[src/rtl/osd_mix_pkg.sv]
package osd_mix_pkg;

    typedef struct packed {
        logic disp_en;
        logic rev_en;
        logic blink_slow;
        logic blink_en;
        logic border_en;
        logic blank_only;
        logic sys1_excl;
    } mix_ctrl_t;

    typedef struct packed {
        logic cha;
        logic blk;
    } sys_out_t;

    localparam logic [6:0] EMPTY_CODE = 7'h7F;

endpackage

[src/rtl/osd_blink_timer.sv]
module osd_blink_timer #(
    parameter int FAST_FIELDS = 15,
    parameter int SLOW_FIELDS = 30
) (
    input  logic clk,
    input  logic rst_n,
    input  logic field_pulse,
    input  logic slow_sel,
    output logic phase
);
    localparam int CW = $clog2(SLOW_FIELDS + 1);

    typedef struct packed {
        logic [CW-1:0] cnt;
        logic          phase;
    } tmr_t;

    tmr_t st_d, st_q;
    logic [CW-1:0] limit;

    always_comb begin
        st_d  = st_q;
        limit = slow_sel ? CW'(SLOW_FIELDS - 1) : CW'(FAST_FIELDS - 1);
        if (field_pulse) begin
            if (st_q.cnt >= limit) begin
                st_d.cnt   = '0;
                st_d.phase = ~st_q.phase;
            end else begin
                st_d.cnt = st_q.cnt + 1'b1;
            end
        end
    end

    always_ff @(posedge clk) begin
        if (!rst_n) st_q <= '0;
        else        st_q <= st_d;
    end

    assign phase = st_q.phase;

    assert_phase_only_on_field_R4: assert property (@(posedge clk) disable iff (!rst_n)
        !field_pulse |=> $stable(st_q.phase));

    assert_count_bounded_R4: assert property (@(posedge clk) disable iff (!rst_n)
        st_q.cnt < CW'(SLOW_FIELDS));

endmodule

[src/rtl/osd_dot_shaper.sv]
module osd_dot_shaper
    import osd_mix_pkg::*;
#(
    parameter int NBR = 4
) (
    input  logic           dot,
    input  logic [NBR-1:0] nbr,
    input  logic           attr,
    input  logic [6:0]     code,
    input  mix_ctrl_t      ctrl,
    input  logic           blink_phase,
    output sys_out_t       px
);
    logic empty, hide, reversed, region, cha;

    always_comb begin
        empty    = (code == EMPTY_CODE);
        hide     = attr & ctrl.blink_en & blink_phase;
        reversed = attr & ctrl.rev_en & ~hide;
        cha      = 1'b0;
        region   = 1'b0;
        if (!empty) begin
            if (reversed) begin
                cha    = ~dot;
                region = 1'b1;
            end else if (!(hide && !ctrl.rev_en)) begin
                cha    = dot;
                region = dot | (ctrl.border_en & (|nbr));
            end
        end
        px.cha = cha;
        px.blk = ctrl.blank_only ? (region & ~cha) : (region | cha);
    end

endmodule

[src/rtl/osd_row_router.sv]
module osd_row_router #(
    parameter int ROWS  = 12,
    parameter int ROW_W = $clog2(ROWS)
) (
    input  logic [ROW_W-1:0] row,
    input  logic [ROWS-1:0]  mask,
    input  logic             excl,
    output logic             en1,
    output logic             en2
);
    localparam int PADW = 2 ** ROW_W;

    logic [PADW-1:0] mask_ext;
    logic            row_ok;
    logic            sel2;

    always_comb begin
        mask_ext = PADW'(mask);
        row_ok   = ({1'b0, row} < (ROW_W + 1)'(ROWS));
        sel2     = row_ok & mask_ext[row];
        en2      = sel2;
        en1      = row_ok & ~(excl & sel2);
    end

endmodule

[src/rtl/osd_dot_mixer.sv]
module osd_dot_mixer
    import osd_mix_pkg::*;
#(
    parameter int ROWS        = 12,
    parameter int NBR         = 4,
    parameter int FAST_FIELDS = 15,
    parameter int SLOW_FIELDS = 30,
    localparam int ROW_W      = $clog2(ROWS)
) (
    input  logic             clk,
    input  logic             rst_n,
    input  logic             field_pulse,
    input  logic             dot_in,
    input  logic [NBR-1:0]   nbr_dots,
    input  logic             attr_in,
    input  logic [6:0]       char_code,
    input  logic [ROW_W-1:0] row_idx,
    input  logic             disp_en,
    input  logic             rev_en,
    input  logic             blink_slow,
    input  logic             blink_en,
    input  logic             border_en,
    input  logic             blank_only,
    input  logic             sys1_excl,
    input  logic [ROWS-1:0]  sys2_rows,
    output logic             cha1,
    output logic             blk1,
    output logic             cha2,
    output logic             blk2
);
    localparam int PADW = 2 ** ROW_W;

    typedef struct packed {
        sys_out_t s1;
        sys_out_t s2;
    } out_t;

    mix_ctrl_t ctrl;
    sys_out_t  px;
    logic      phase, en1, en2;
    out_t      out_d, out_q;

    assign ctrl = '{disp_en: disp_en, rev_en: rev_en, blink_slow: blink_slow,
                    blink_en: blink_en, border_en: border_en,
                    blank_only: blank_only, sys1_excl: sys1_excl};

    osd_blink_timer #(.FAST_FIELDS(FAST_FIELDS), .SLOW_FIELDS(SLOW_FIELDS)) timer_i (
        .clk(clk), .rst_n(rst_n), .field_pulse(field_pulse),
        .slow_sel(blink_slow), .phase(phase)
    );

    osd_dot_shaper #(.NBR(NBR)) shaper_i (
        .dot(dot_in), .nbr(nbr_dots), .attr(attr_in), .code(char_code),
        .ctrl(ctrl), .blink_phase(phase), .px(px)
    );

    osd_row_router #(.ROWS(ROWS), .ROW_W(ROW_W)) router_i (
        .row(row_idx), .mask(sys2_rows), .excl(sys1_excl), .en1(en1), .en2(en2)
    );

    always_comb begin
        out_d = '0;
        if (ctrl.disp_en) begin
            if (en1) out_d.s1 = px;
            if (en2) out_d.s2 = px;
        end
    end

    always_ff @(posedge clk) begin
        if (!rst_n) out_q <= '0;
        else        out_q <= out_d;
    end

    assign cha1 = out_q.s1.cha;
    assign blk1 = out_q.s1.blk;
    assign cha2 = out_q.s2.cha;
    assign blk2 = out_q.s2.blk;

    function automatic logic row_on_sys2(input logic [ROW_W-1:0] r, input logic [ROWS-1:0] m);
        logic [PADW-1:0] mx;
        mx = PADW'(m);
        return ({1'b0, r} < (ROW_W + 1)'(ROWS)) && mx[r];
    endfunction

    assert_display_off_R1: assert property (@(posedge clk) disable iff (!rst_n)
        !disp_en |=> !(cha1 | blk1 | cha2 | blk2));

    assert_blank_excludes_char_R6: assert property (@(posedge clk) disable iff (!rst_n)
        blank_only |=> !(cha1 & blk1) && !(cha2 & blk2));

    assert_sys2_masked_R8: assert property (@(posedge clk) disable iff (!rst_n)
        !row_on_sys2(row_idx, sys2_rows) |=> !(cha2 | blk2));

    assert_exclusive_routing_R9: assert property (@(posedge clk) disable iff (!rst_n)
        sys1_excl |=> !((cha1 | blk1) && (cha2 | blk2)));

    assert_empty_cell_R10: assert property (@(posedge clk) disable iff (!rst_n)
        (char_code == EMPTY_CODE) |=> !(cha1 | blk1 | cha2 | blk2));

endmodule

[config.mk]
export PLATFORM = sky130hd
export DESIGN_NAME = osd_dot_mixer
export DESIGN_NICKNAME = d
export VERILOG_FILES = /design/src/rtl/osd_mix_pkg.sv /design/src/rtl/osd_blink_timer.sv /design/src/rtl/osd_dot_shaper.sv /design/src/rtl/osd_row_router.sv /design/src/rtl/osd_dot_mixer.sv
export SDC_FILE = /design/constraint.sdc
export NUM_CORES = 1
export LEC_CHECK = 0
export BUFFER_PORTS_ARGS = -buffer_cell sky130_fd_sc_hd__buf_2
export CORE_MARGIN = 2
export CORE_UTILIZATION = 45
export DETAILED_ROUTE_END_ITERATION = 7
export MAX_ROUTING_LAYER = met4
export PLACE_DENSITY = 0.8
export RECOVER_POWER = 100
export SETUP_SLACK_MARGIN = 0.15
export SKIP_LAST_GASP = 1
export SLEW_MARGIN = 20
export SYNTH_ARGS = -nofsm -noshare
export SYNTH_HDL_FRONTEND = slang
export SYNTH_HIERARCHICAL = 1
export SYNTH_SLANG_ARGS = --single-unit
[constraint.sdc]
create_clock -name clk -period 3.5 [get_ports clk]
set_clock_uncertainty 0.05 [all_clocks]
set_input_delay 0.525 -clock clk [delete_from_list [all_inputs] [get_ports clk]]
set_output_delay 0.525 -clock clk [all_outputs]
set_load 0.01 [all_outputs]
# Yosys cells after proc, flatten, opt, wreduce, memory -nomap -nowiden
# Index checks and enable logic that the tools add are counted.
# W data, S select, Z words.
[totals] reg_bits=10 in_bits=39 elab_cells=44
[classes] n_addsub=1 order_cmp=3 n_eq_ne=1 mux=11 bitwise=16 reduce_logical=6
[op_table] op="$mux W5" n=2
[op_table] op="$and A1 B1 Y1" n=9
[op_table] op="$mux W1" n=8
[op_table] op="$eq A7 B7 Y1 const B" n=1
[op_table] op="$reduce_and A3 Y1" n=2
[op_table] op="$add A5 B1 Y5 const B" n=1
[op_table] op="$ge A5 B5 Y1" n=1
[op_table] op="$lt A4 B5 Y1 const B" n=1
[op_table] op="$not A1 Y1" n=5
[op_table] op="$bmux W1 S4" n=1
[op_table] op="$lt A4 B4 Y1 const B" n=1
[op_table] op="$reduce_or A4 Y1" n=1
[op_table] op="$or A1 B1 Y1" n=2
[op_table] op="$reduce_and A2 Y1" n=1
[op_table] op="$logic_and A1 B1 Y1" n=1
[op_table] op="$logic_not A1 Y1" n=1

# Depth between registers and ports, before layout
# Gate-level depths: netlist of run 1.
[logic_depth] word_depth=9 ltp_mapped=6 depth_no_buf=6

# Cells and area by module
# Netlist of run 1, hierarchy kept.
[by_module_without_submodules] mod="osd_blink_timer" instances=1 cells_each=46 area_each_um2=385.4 seq_area_each_um2=120.1
[by_module_without_submodules] mod="osd_row_router" instances=1 cells_each=13 area_each_um2=126.4 seq_area_each_um2=0.0
[by_module_without_submodules] mod="osd_dot_shaper" instances=1 cells_each=17 area_each_um2=123.9 seq_area_each_um2=0.0
[by_module_without_submodules] mod="osd_dot_mixer" instances=1 cells_each=8 area_each_um2=115.1 seq_area_each_um2=80.1

# Worst setup path before layout of run 1
# No wires, ideal clock.
[synth_path] path_type="input port to flip-flop" startpoint="in nbr_dots[1]" endpoint="reg out_q (netlist bit blk2)" t_arrival_ps=1536 required_ps=3334 setup_slack_ps=1798 path_stages=4 cell_sequence="or4_4 > a211oi_2 > a2111oi_2 > and4_1"
[synth_lines] item="start: declaration" line_no="osd_dot_mixer.sv:14" rtl="input logic [NBR-1:0] nbr_dots,"
[synth_lines] item="end signal: assignment" line_no="osd_dot_mixer.sv:71" rtl="else out_q <= out_d;"
[synth_lines] item="end: declaration" line_no="osd_dot_mixer.sv:41" rtl="out_t out_d, out_q;"

# Worst setup path after layout of run 1
[layout_path] startpoint="reg timer_i/st_q[1] (netlist bit)" endpoint="reg timer_i/st_q[5] (netlist bit)"
[layout_between] elab_chain_len=2
[layout_rtl] item="start: declaration" line_no="osd_blink_timer.sv:18" rtl="tmr_t st_d, st_q;"
[layout_rtl] item="start signal: assignment" line_no="osd_blink_timer.sv:36" rtl="else st_q <= st_d;"
[layout_rtl] item="$add A5 B1 Y5 or $ge A5 B5 Y1 (tied branches)" line_no="osd_blink_timer.sv:29, osd_blink_timer.sv:25"
[layout_rtl] item="$mux W5 *" line_no="osd_blink_timer.sv:25" rtl="if (st_q.cnt >= limit) begin"
# Every way passes the cells marked *; elsewhere a longest branch is shown, timed or not.
# A chain may end at the register's enable or synchronous reset.

==> results of run 1 <==
state kept, by name, indices dropped and copies added (netlist names):
| register | count |
|---|---|
| timer_i/phase | 1 |
| cha2 | 1 |
| timer_i/st_q | 5 |
| blk1 | 1 |
| cha1 | 1 |
| blk2 | 1 |
per-stage QoR:
stage / instance area (sq um) / util, % / power [mW]
final: 986 / 64.0 / 0.302
after global routing: 986 / 64.0 / 0.318
after CTS: 1000 / 65.0 / 0.304
after detailed placement: 966 / 62.7 / 0.197
after global placement: 966 / 62.7 / 0.193
after floorplan: 751 / - / 0.164
cells by family (layout without fill, tap and decap cells):
group,Yosys count,in the layout,synth area share (%)
AOI/OAI and AO/OA,15,15,15.8
and+or+nand+nor,40,40,31.2
muxes,5,5,11.7
xor gates and xnor gates,3,3,3.50
buffers and inverters,7,51,4.50
DFF,10,10,26.7
adders and majority gates,4,4,6.67
layout by cell type (no fill, tap or decap), types with 2 or more instances in the layout:
| master | synthesis | layout |
|---|---|---|
| a21oi_1 | 4 | 5 |
| a31oi_1 | 2 | 2 |
| and4_1 | 4 | 4 |
| buf_2 | 0 | 37 |
| clkbuf_1 | 0 | 5 |
| clkbuf_4 | 0 | 3 |
| dfxtp_1 | 10 | 10 |
| ha_1 | 4 | 4 |
| inv_1 | 5 | 5 |
| mux2i_1 | 2 | 2 |
| mux4_2 | 3 | 3 |
| nand2_1 | 10 | 10 |
| nand3_1 | 3 | 3 |
| nand4_1 | 4 | 4 |
| nand4b_1 | 2 | 2 |
| nor2_1 | 4 | 4 |
| nor3_1 | 5 | 5 |
| xor2_1 | 3 | 3 |
cell type report:
| cell class | count | share of cell area [%] |
|---|---|---|
| Sequential cell | 10 | 20.3 |
| Multi-Input combinational cell | 67 | 51.4 |
| Clock buffer | 4 | 3.68 |
| Inverter | 5 | 1.90 |
| Tap cell | 16 | 2.03 |
| Timing Repair Buffer | 42 | 20.7 |
worst reg2reg max path, cell delays in order (launching register included):
cell      delay [ns]
dfxtp_1         0.42
inv_1           0.06
ha_1            0.26
nand2b_1        0.13
a21oi_1         0.36
nor3_1          0.15
nor3_1          0.20
final timing paths:
| kind | depth (start not counted) | slack [ns] | startpoint | to |
|---|---|---|---|---|
| worst max register to register | 6 | 1.77 | timer_i/st_q[1] | timer_i/st_q[5] |
| worst max-delay path | 6 | 1.77 | timer_i/st_q[1] | timer_i/st_q[5] |
| worst min-delay path | 2 | 0.48 | disp_en | blk2 |
| worst min register to register | 2 | 0.50 | timer_i/st_q[1] | timer_i/st_q[1] |
report_power, final:
part           internal [mW]  switching, mW  total [mW]
registers              0.118        0.00359       0.122
clock network         0.0632         0.0469       0.110
logic                 0.0366         0.0336      0.0702
metal layers:
metal | wire (um) | track usage [%] | share of wire, %
met3 | 86 | 2.80 | 4.6
met1 | 803 | 23.0 | 43
met2 | 949 | 34.2 | 51
met5 | 0 | - | 0
met4 | 31 | 13.5 | 1.7
==> results_dict.tcl, run 1 <==
set metrics [dict create \
    num_rows 14 \
    yosysTopAreaCell "dfxtp_1" \
    syn-instance-count 84 \
    cts_buffers 3 \
    cts_root_buf "clkbuf_4" \
    worst_slack_ns 1.77 \
    seq_area_sq_um 200 \
    ys_types 32 \
    cts_buffer_depth 2 \
    setup_viol 0 \
    vias 811 \
    layout-drive-gt1-share_pct 38.3 \
    nets 172 \
    whs_ns 0.483 \
    initialDrtViolationCount 8 \
    drt_drc_violations_left 0 \
    wl_per_cell_um 13.0 \
    synth_area_leaders "dfxtp_1 (27%), mux4_2 (9.0%), ha_1 (6.7%)" \
    antenna_found_initial 0 \
    port_buffers 42 \
    grt_pass1_wl_um 2890 \
    grt_pass1_vias 739 \
    grt_overflow 0 \
    synth_common_cells "dfxtp_1 (10), nand2_1 (10), inv_1 (5), nor3_1 (5)" \
    max-vdd-ir-drop_v 0.000108 \
    antenna_cells 0 \
    syn_avg_cell_area_sq_um 8.94 \
    arrival_ns 1.87 \
    cts_tree "yes" \
    max_stage_delay_ns 0.42 \
    tns_ns 0 \
    power_density_mw_per_mm2 306 \
    p_leak_nw 0.457 \
    period_minus_slack_ns 1.73 \
    worstHoldPathType "input pin to register" \
    clk_pin_slew_ns 0.08 \
    path_max_fanout 5 \
    n_fill_cell 138 \
    place.gp.congestion 0.868 \
    synth_ff_type "dfxtp_1" \
    rsz0062_at_grt "no" \
    crit_path_frequent_cell "nor3_1" \
    finalMaxSlewViolations 0 \
    ioPinCount 43 \
    multi_input_area_sq_um 507 \
    avgViaCountPerCell 5.63 \
    yosysSeqAreaShare_pct 26.7 \
    hold_viol 0 \
    slew_headroom_pct 72.7 \
    fmax_mhz 579 \
    cp.required_ns 3.64 \
    dp.cells 140 \
    syn2layout_area_growth_pct 31.3 \
    synth_seq_cells 10 \
    cp-start-kind "register" \
    die_area_sq_mm 0.00201 \
    path_delay_family "simple AND/OR/NAND/NOR gates" \
    critPathKind "register to register" \
    status "finished, final reports clean" \
    synth_top_area_share_pct 26.7 \
    tightest_slew_ns 0.410 \
    yosysWarningCount 6 \
    hpwl_um 1480 \
    cts_hold_buf 0 \
    clock-sinks 10 \
    dpl_worst_slack_ns 1.64 \
    synth_fp_nets 127 \
    initial_core_util_pct 48.7 \
    critPathBufInv 1 \
    coreArea_sq_mm 0.00154 \
    crit_chain "inv_1 > ha_1 > nand2b_1 > a21oi_1 > nor3_1 > nor3_1" \
    die_y_um 44.8 \
    drt_pass1_iterations 4 \
    worstSetupEndpointType "register" \
    routed_wl_um 1870 \
    maxCapViolations 0 \
    post_cts_buffers 0 \
    grt_usage_pct 20.6 \
    cts_resized 0 \
    die_width_um 44.8 \
    synth_edf_count 0 \
    clock_latency_ns 0.27 \
    cts-htree-levels 1 \
    ys_async_sr_fraction_pct 0 \
    ant_nets 0 \
    syn_area_sq_um 751 \
    slowest_stage "dfxtp_1" \
    fin_crit_sh_pct 49.4 \
    stdcell_count 144 \
    grt_max_degree 13 \
]
Power figures use the tool's default switching activity.
==> run 2: changes to the inputs <==
--- a/config.mk
+++ b/config.mk
@@ -7,10 +7,10 @@
 export LEC_CHECK = 0
 export BUFFER_PORTS_ARGS = -buffer_cell sky130_fd_sc_hd__buf_2
 export CORE_MARGIN = 2
-export CORE_UTILIZATION = 45
+export CORE_UTILIZATION = 42
 export DETAILED_ROUTE_END_ITERATION = 7
 export MAX_ROUTING_LAYER = met4
-export PLACE_DENSITY = 0.8
+export PLACE_DENSITY = 0.75
 export RECOVER_POWER = 100
 export SETUP_SLACK_MARGIN = 0.15
 export SKIP_LAST_GASP = 1
==> constraint.sdc (replaced) <==
create_clock -name clk -period 1.8 [get_ports clk]
set_clock_uncertainty 0.05 [all_clocks]
set_input_delay 0.27 -clock clk [delete_from_list [all_inputs] [get_ports clk]]
set_output_delay 0.27 -clock clk [all_outputs]
set_load 0.01 [all_outputs]
==> results_dict.tcl, run 2 (synthesis results as in run 1) <==
set metrics [dict create \
    coreArea_sq_mm 0.00171 \
    vias 822 \
    slew_headroom_pct 74.1 \
    power_uw 581 \
    seqPwrFrac_pct 40.7 \
    drt_pass1_iterations 4 \
    largest_reg_flops 5 \
    drt_drc_violations_left 0 \
    antenna_cells 0 \
    die_area_sq_mm 0.00214 \
    r2r_start "timer_i/st_q[1]" \
    tightest_slew_ns 0.386 \
    clock-sinks 10 \
    cts-htree-levels 1 \
    top_register "timer_i/st_q" \
    wl_per_cell_um 11.2 \
    combPwrFrac_pct 23.7 \
    holdCritStartpoint "disp_en" \
    p_sw_uw 155 \
    intPower_uw 426 \
    layout_common_cells "buf_2 (37), dfxtp_1 (10), nand2_1 (10)" \
    fmax_mhz 652 \
    die_width_um 46.3 \
    routed_wl_um 1720 \
    antenna_found_initial 0 \
    layout-drive-gt1-share_pct 39.1 \
    clkPwrFrac_pct 35.6 \
    maxCapViolations 0 \
    cts_root_buf "clkbuf_4" \
    ant_nets 0 \
    r2r-end "timer_i/st_q[2]" \
    worstSetupEndpointType "register" \
    die_y_um 46.3 \
    swShare_pct 26.7 \
    hold_path_end "blk2" \
    clk_pin_slew_ns 0.07 \
    rr_worst_depth 6 \
    power_density_mw_per_mm2 579 \
    clock_latency_ns 0.27 \
    place.gp.congestion 0.805 \
    hold_viol 0 \
    grt_max_degree 13 \
    arrival_ns 1.64 \
    path_max_fanout 5 \
    avgViaCountPerCell 5.37 \
    port_buffers 42 \
    cts_buffer_depth 2 \
    critPathKind "register to register" \
    max-vdd-ir-drop_v 0.000441 \
    finalMaxSlewViolations 0 \
    initialDrtViolationCount 11 \
    cp-start-kind "register" \
    ioPinCount 43 \
    stdcell_area_sq_mm 0.00100 \
    final_common_cell "buf_2" \
    cp.required_ns 1.90 \
    grt_overflow 0 \
    p_leak_nw 0.458 \
    cts_hold_buf 0 \
    tns_ns 0 \
    grt_pass1_wl_um 2660 \
    placed_area_sq_um 977 \
    num_rows 15 \
    syn2layout_area_growth_pct 33.7 \
    period_minus_slack_ns 1.53 \
    status "finished, final reports clean" \
    ff2ff_setup_slack_ns 0.27 \
    fin_crit_sh_pct 85.2 \
    initial_core_util_pct 44.0 \
    cts_tree "yes" \
    rsz0062_at_grt "no" \
    hold_depth 2 \
    cts_buffers 3 \
    worstHoldPathType "input pin to register" \
    grt_pass1_vias 706 \
    hpwl_um 1430 \
    setup_viol 0 \
    nets 172 \
    grt_usage_pct 18.4 \
]
==> run 2: area by class of cell <==
class                      instances  area (sq um)
fill                             163           704
timing repair buffer              42           204
inverter                           5          18.8
tap                               25          31.3
multi-input combinational         67           513
sequential                        10           200
clock buffer                       4          36.3
==> run 2: worst max-delay path: stages, from the launching register on <==
cell      delay [ns]
dfxtp_1         0.40
inv_1           0.06
ha_1            0.26
nand2b_1        0.11
a21oi_2         0.09
nor3_1          0.35
nor3_1          0.09
==> run 2: layer usage <==
metal | part of all wire [%] | routed length, um | up-vias | track usage, %
met5 | 0 | 0 | - | -
met4 | 2.3 | 39 | 0 | 12.0
met3 | 8.5 | 146 | 4 | 4.71
met2 | 50 | 864 | 38 | 30.0
met1 | 39 | 668 | 372 | 19.3
li1 | - | - | 408 | -
==> run 2: worst max-delay path by stage <==
stage                               start              end  slack (ns)  cells past startpoint
after CTS                 timer_i/st_q[1]  timer_i/st_q[2]        0.25                      6
after floorplan               nbr_dots[1]             blk2        0.35                      4
final                     timer_i/st_q[1]  timer_i/st_q[2]        0.27                      6
after global routing      timer_i/st_q[1]  timer_i/st_q[5]        0.14                      6
after detailed placement       row_idx[0]             cha1        0.20                      5
after global placement         row_idx[0]             cha1        0.22                      5
==> run 2: what timing repair did <==
action                                  CTS  global route
gates resized for setup                   0             1
buffers inserted                          0             0
endpoints found under the setup margin    0             1
==> run 2: per-stage QoR <==
step | setup slack [ns] | hold slack (ns) | instances | util (%)
floorplan | 0.353 | 0.361 | 84 | -
global placement | 0.216 | 0.473 | 149 | 57.2
detailed placement | 0.197 | 0.471 | 149 | 57.2
CTS | 0.252 | 0.218 | 153 | 59.3
global route | 0.136 | 0.226 | 153 | 58.8
finish | 0.266 | 0.223 | 153 | 58.8
==> run 2: power groups by stage <==
| stage | logic [mW] | clock network, mW | registers, mW |
|---|---|---|---|
| 3_3_place_gp | 0.135 | 0 | 0.242 |
| 3_5_place_dp | 0.140 | 0 | 0.242 |
| 2_1_floorplan | 0.0762 | 0 | 0.242 |
| 4_1_cts | 0.140 | 0.212 | 0.237 |
| 6_report | 0.138 | 0.207 | 0.237 |
| 5_1_grt | 0.155 | 0.224 | 0.237 |
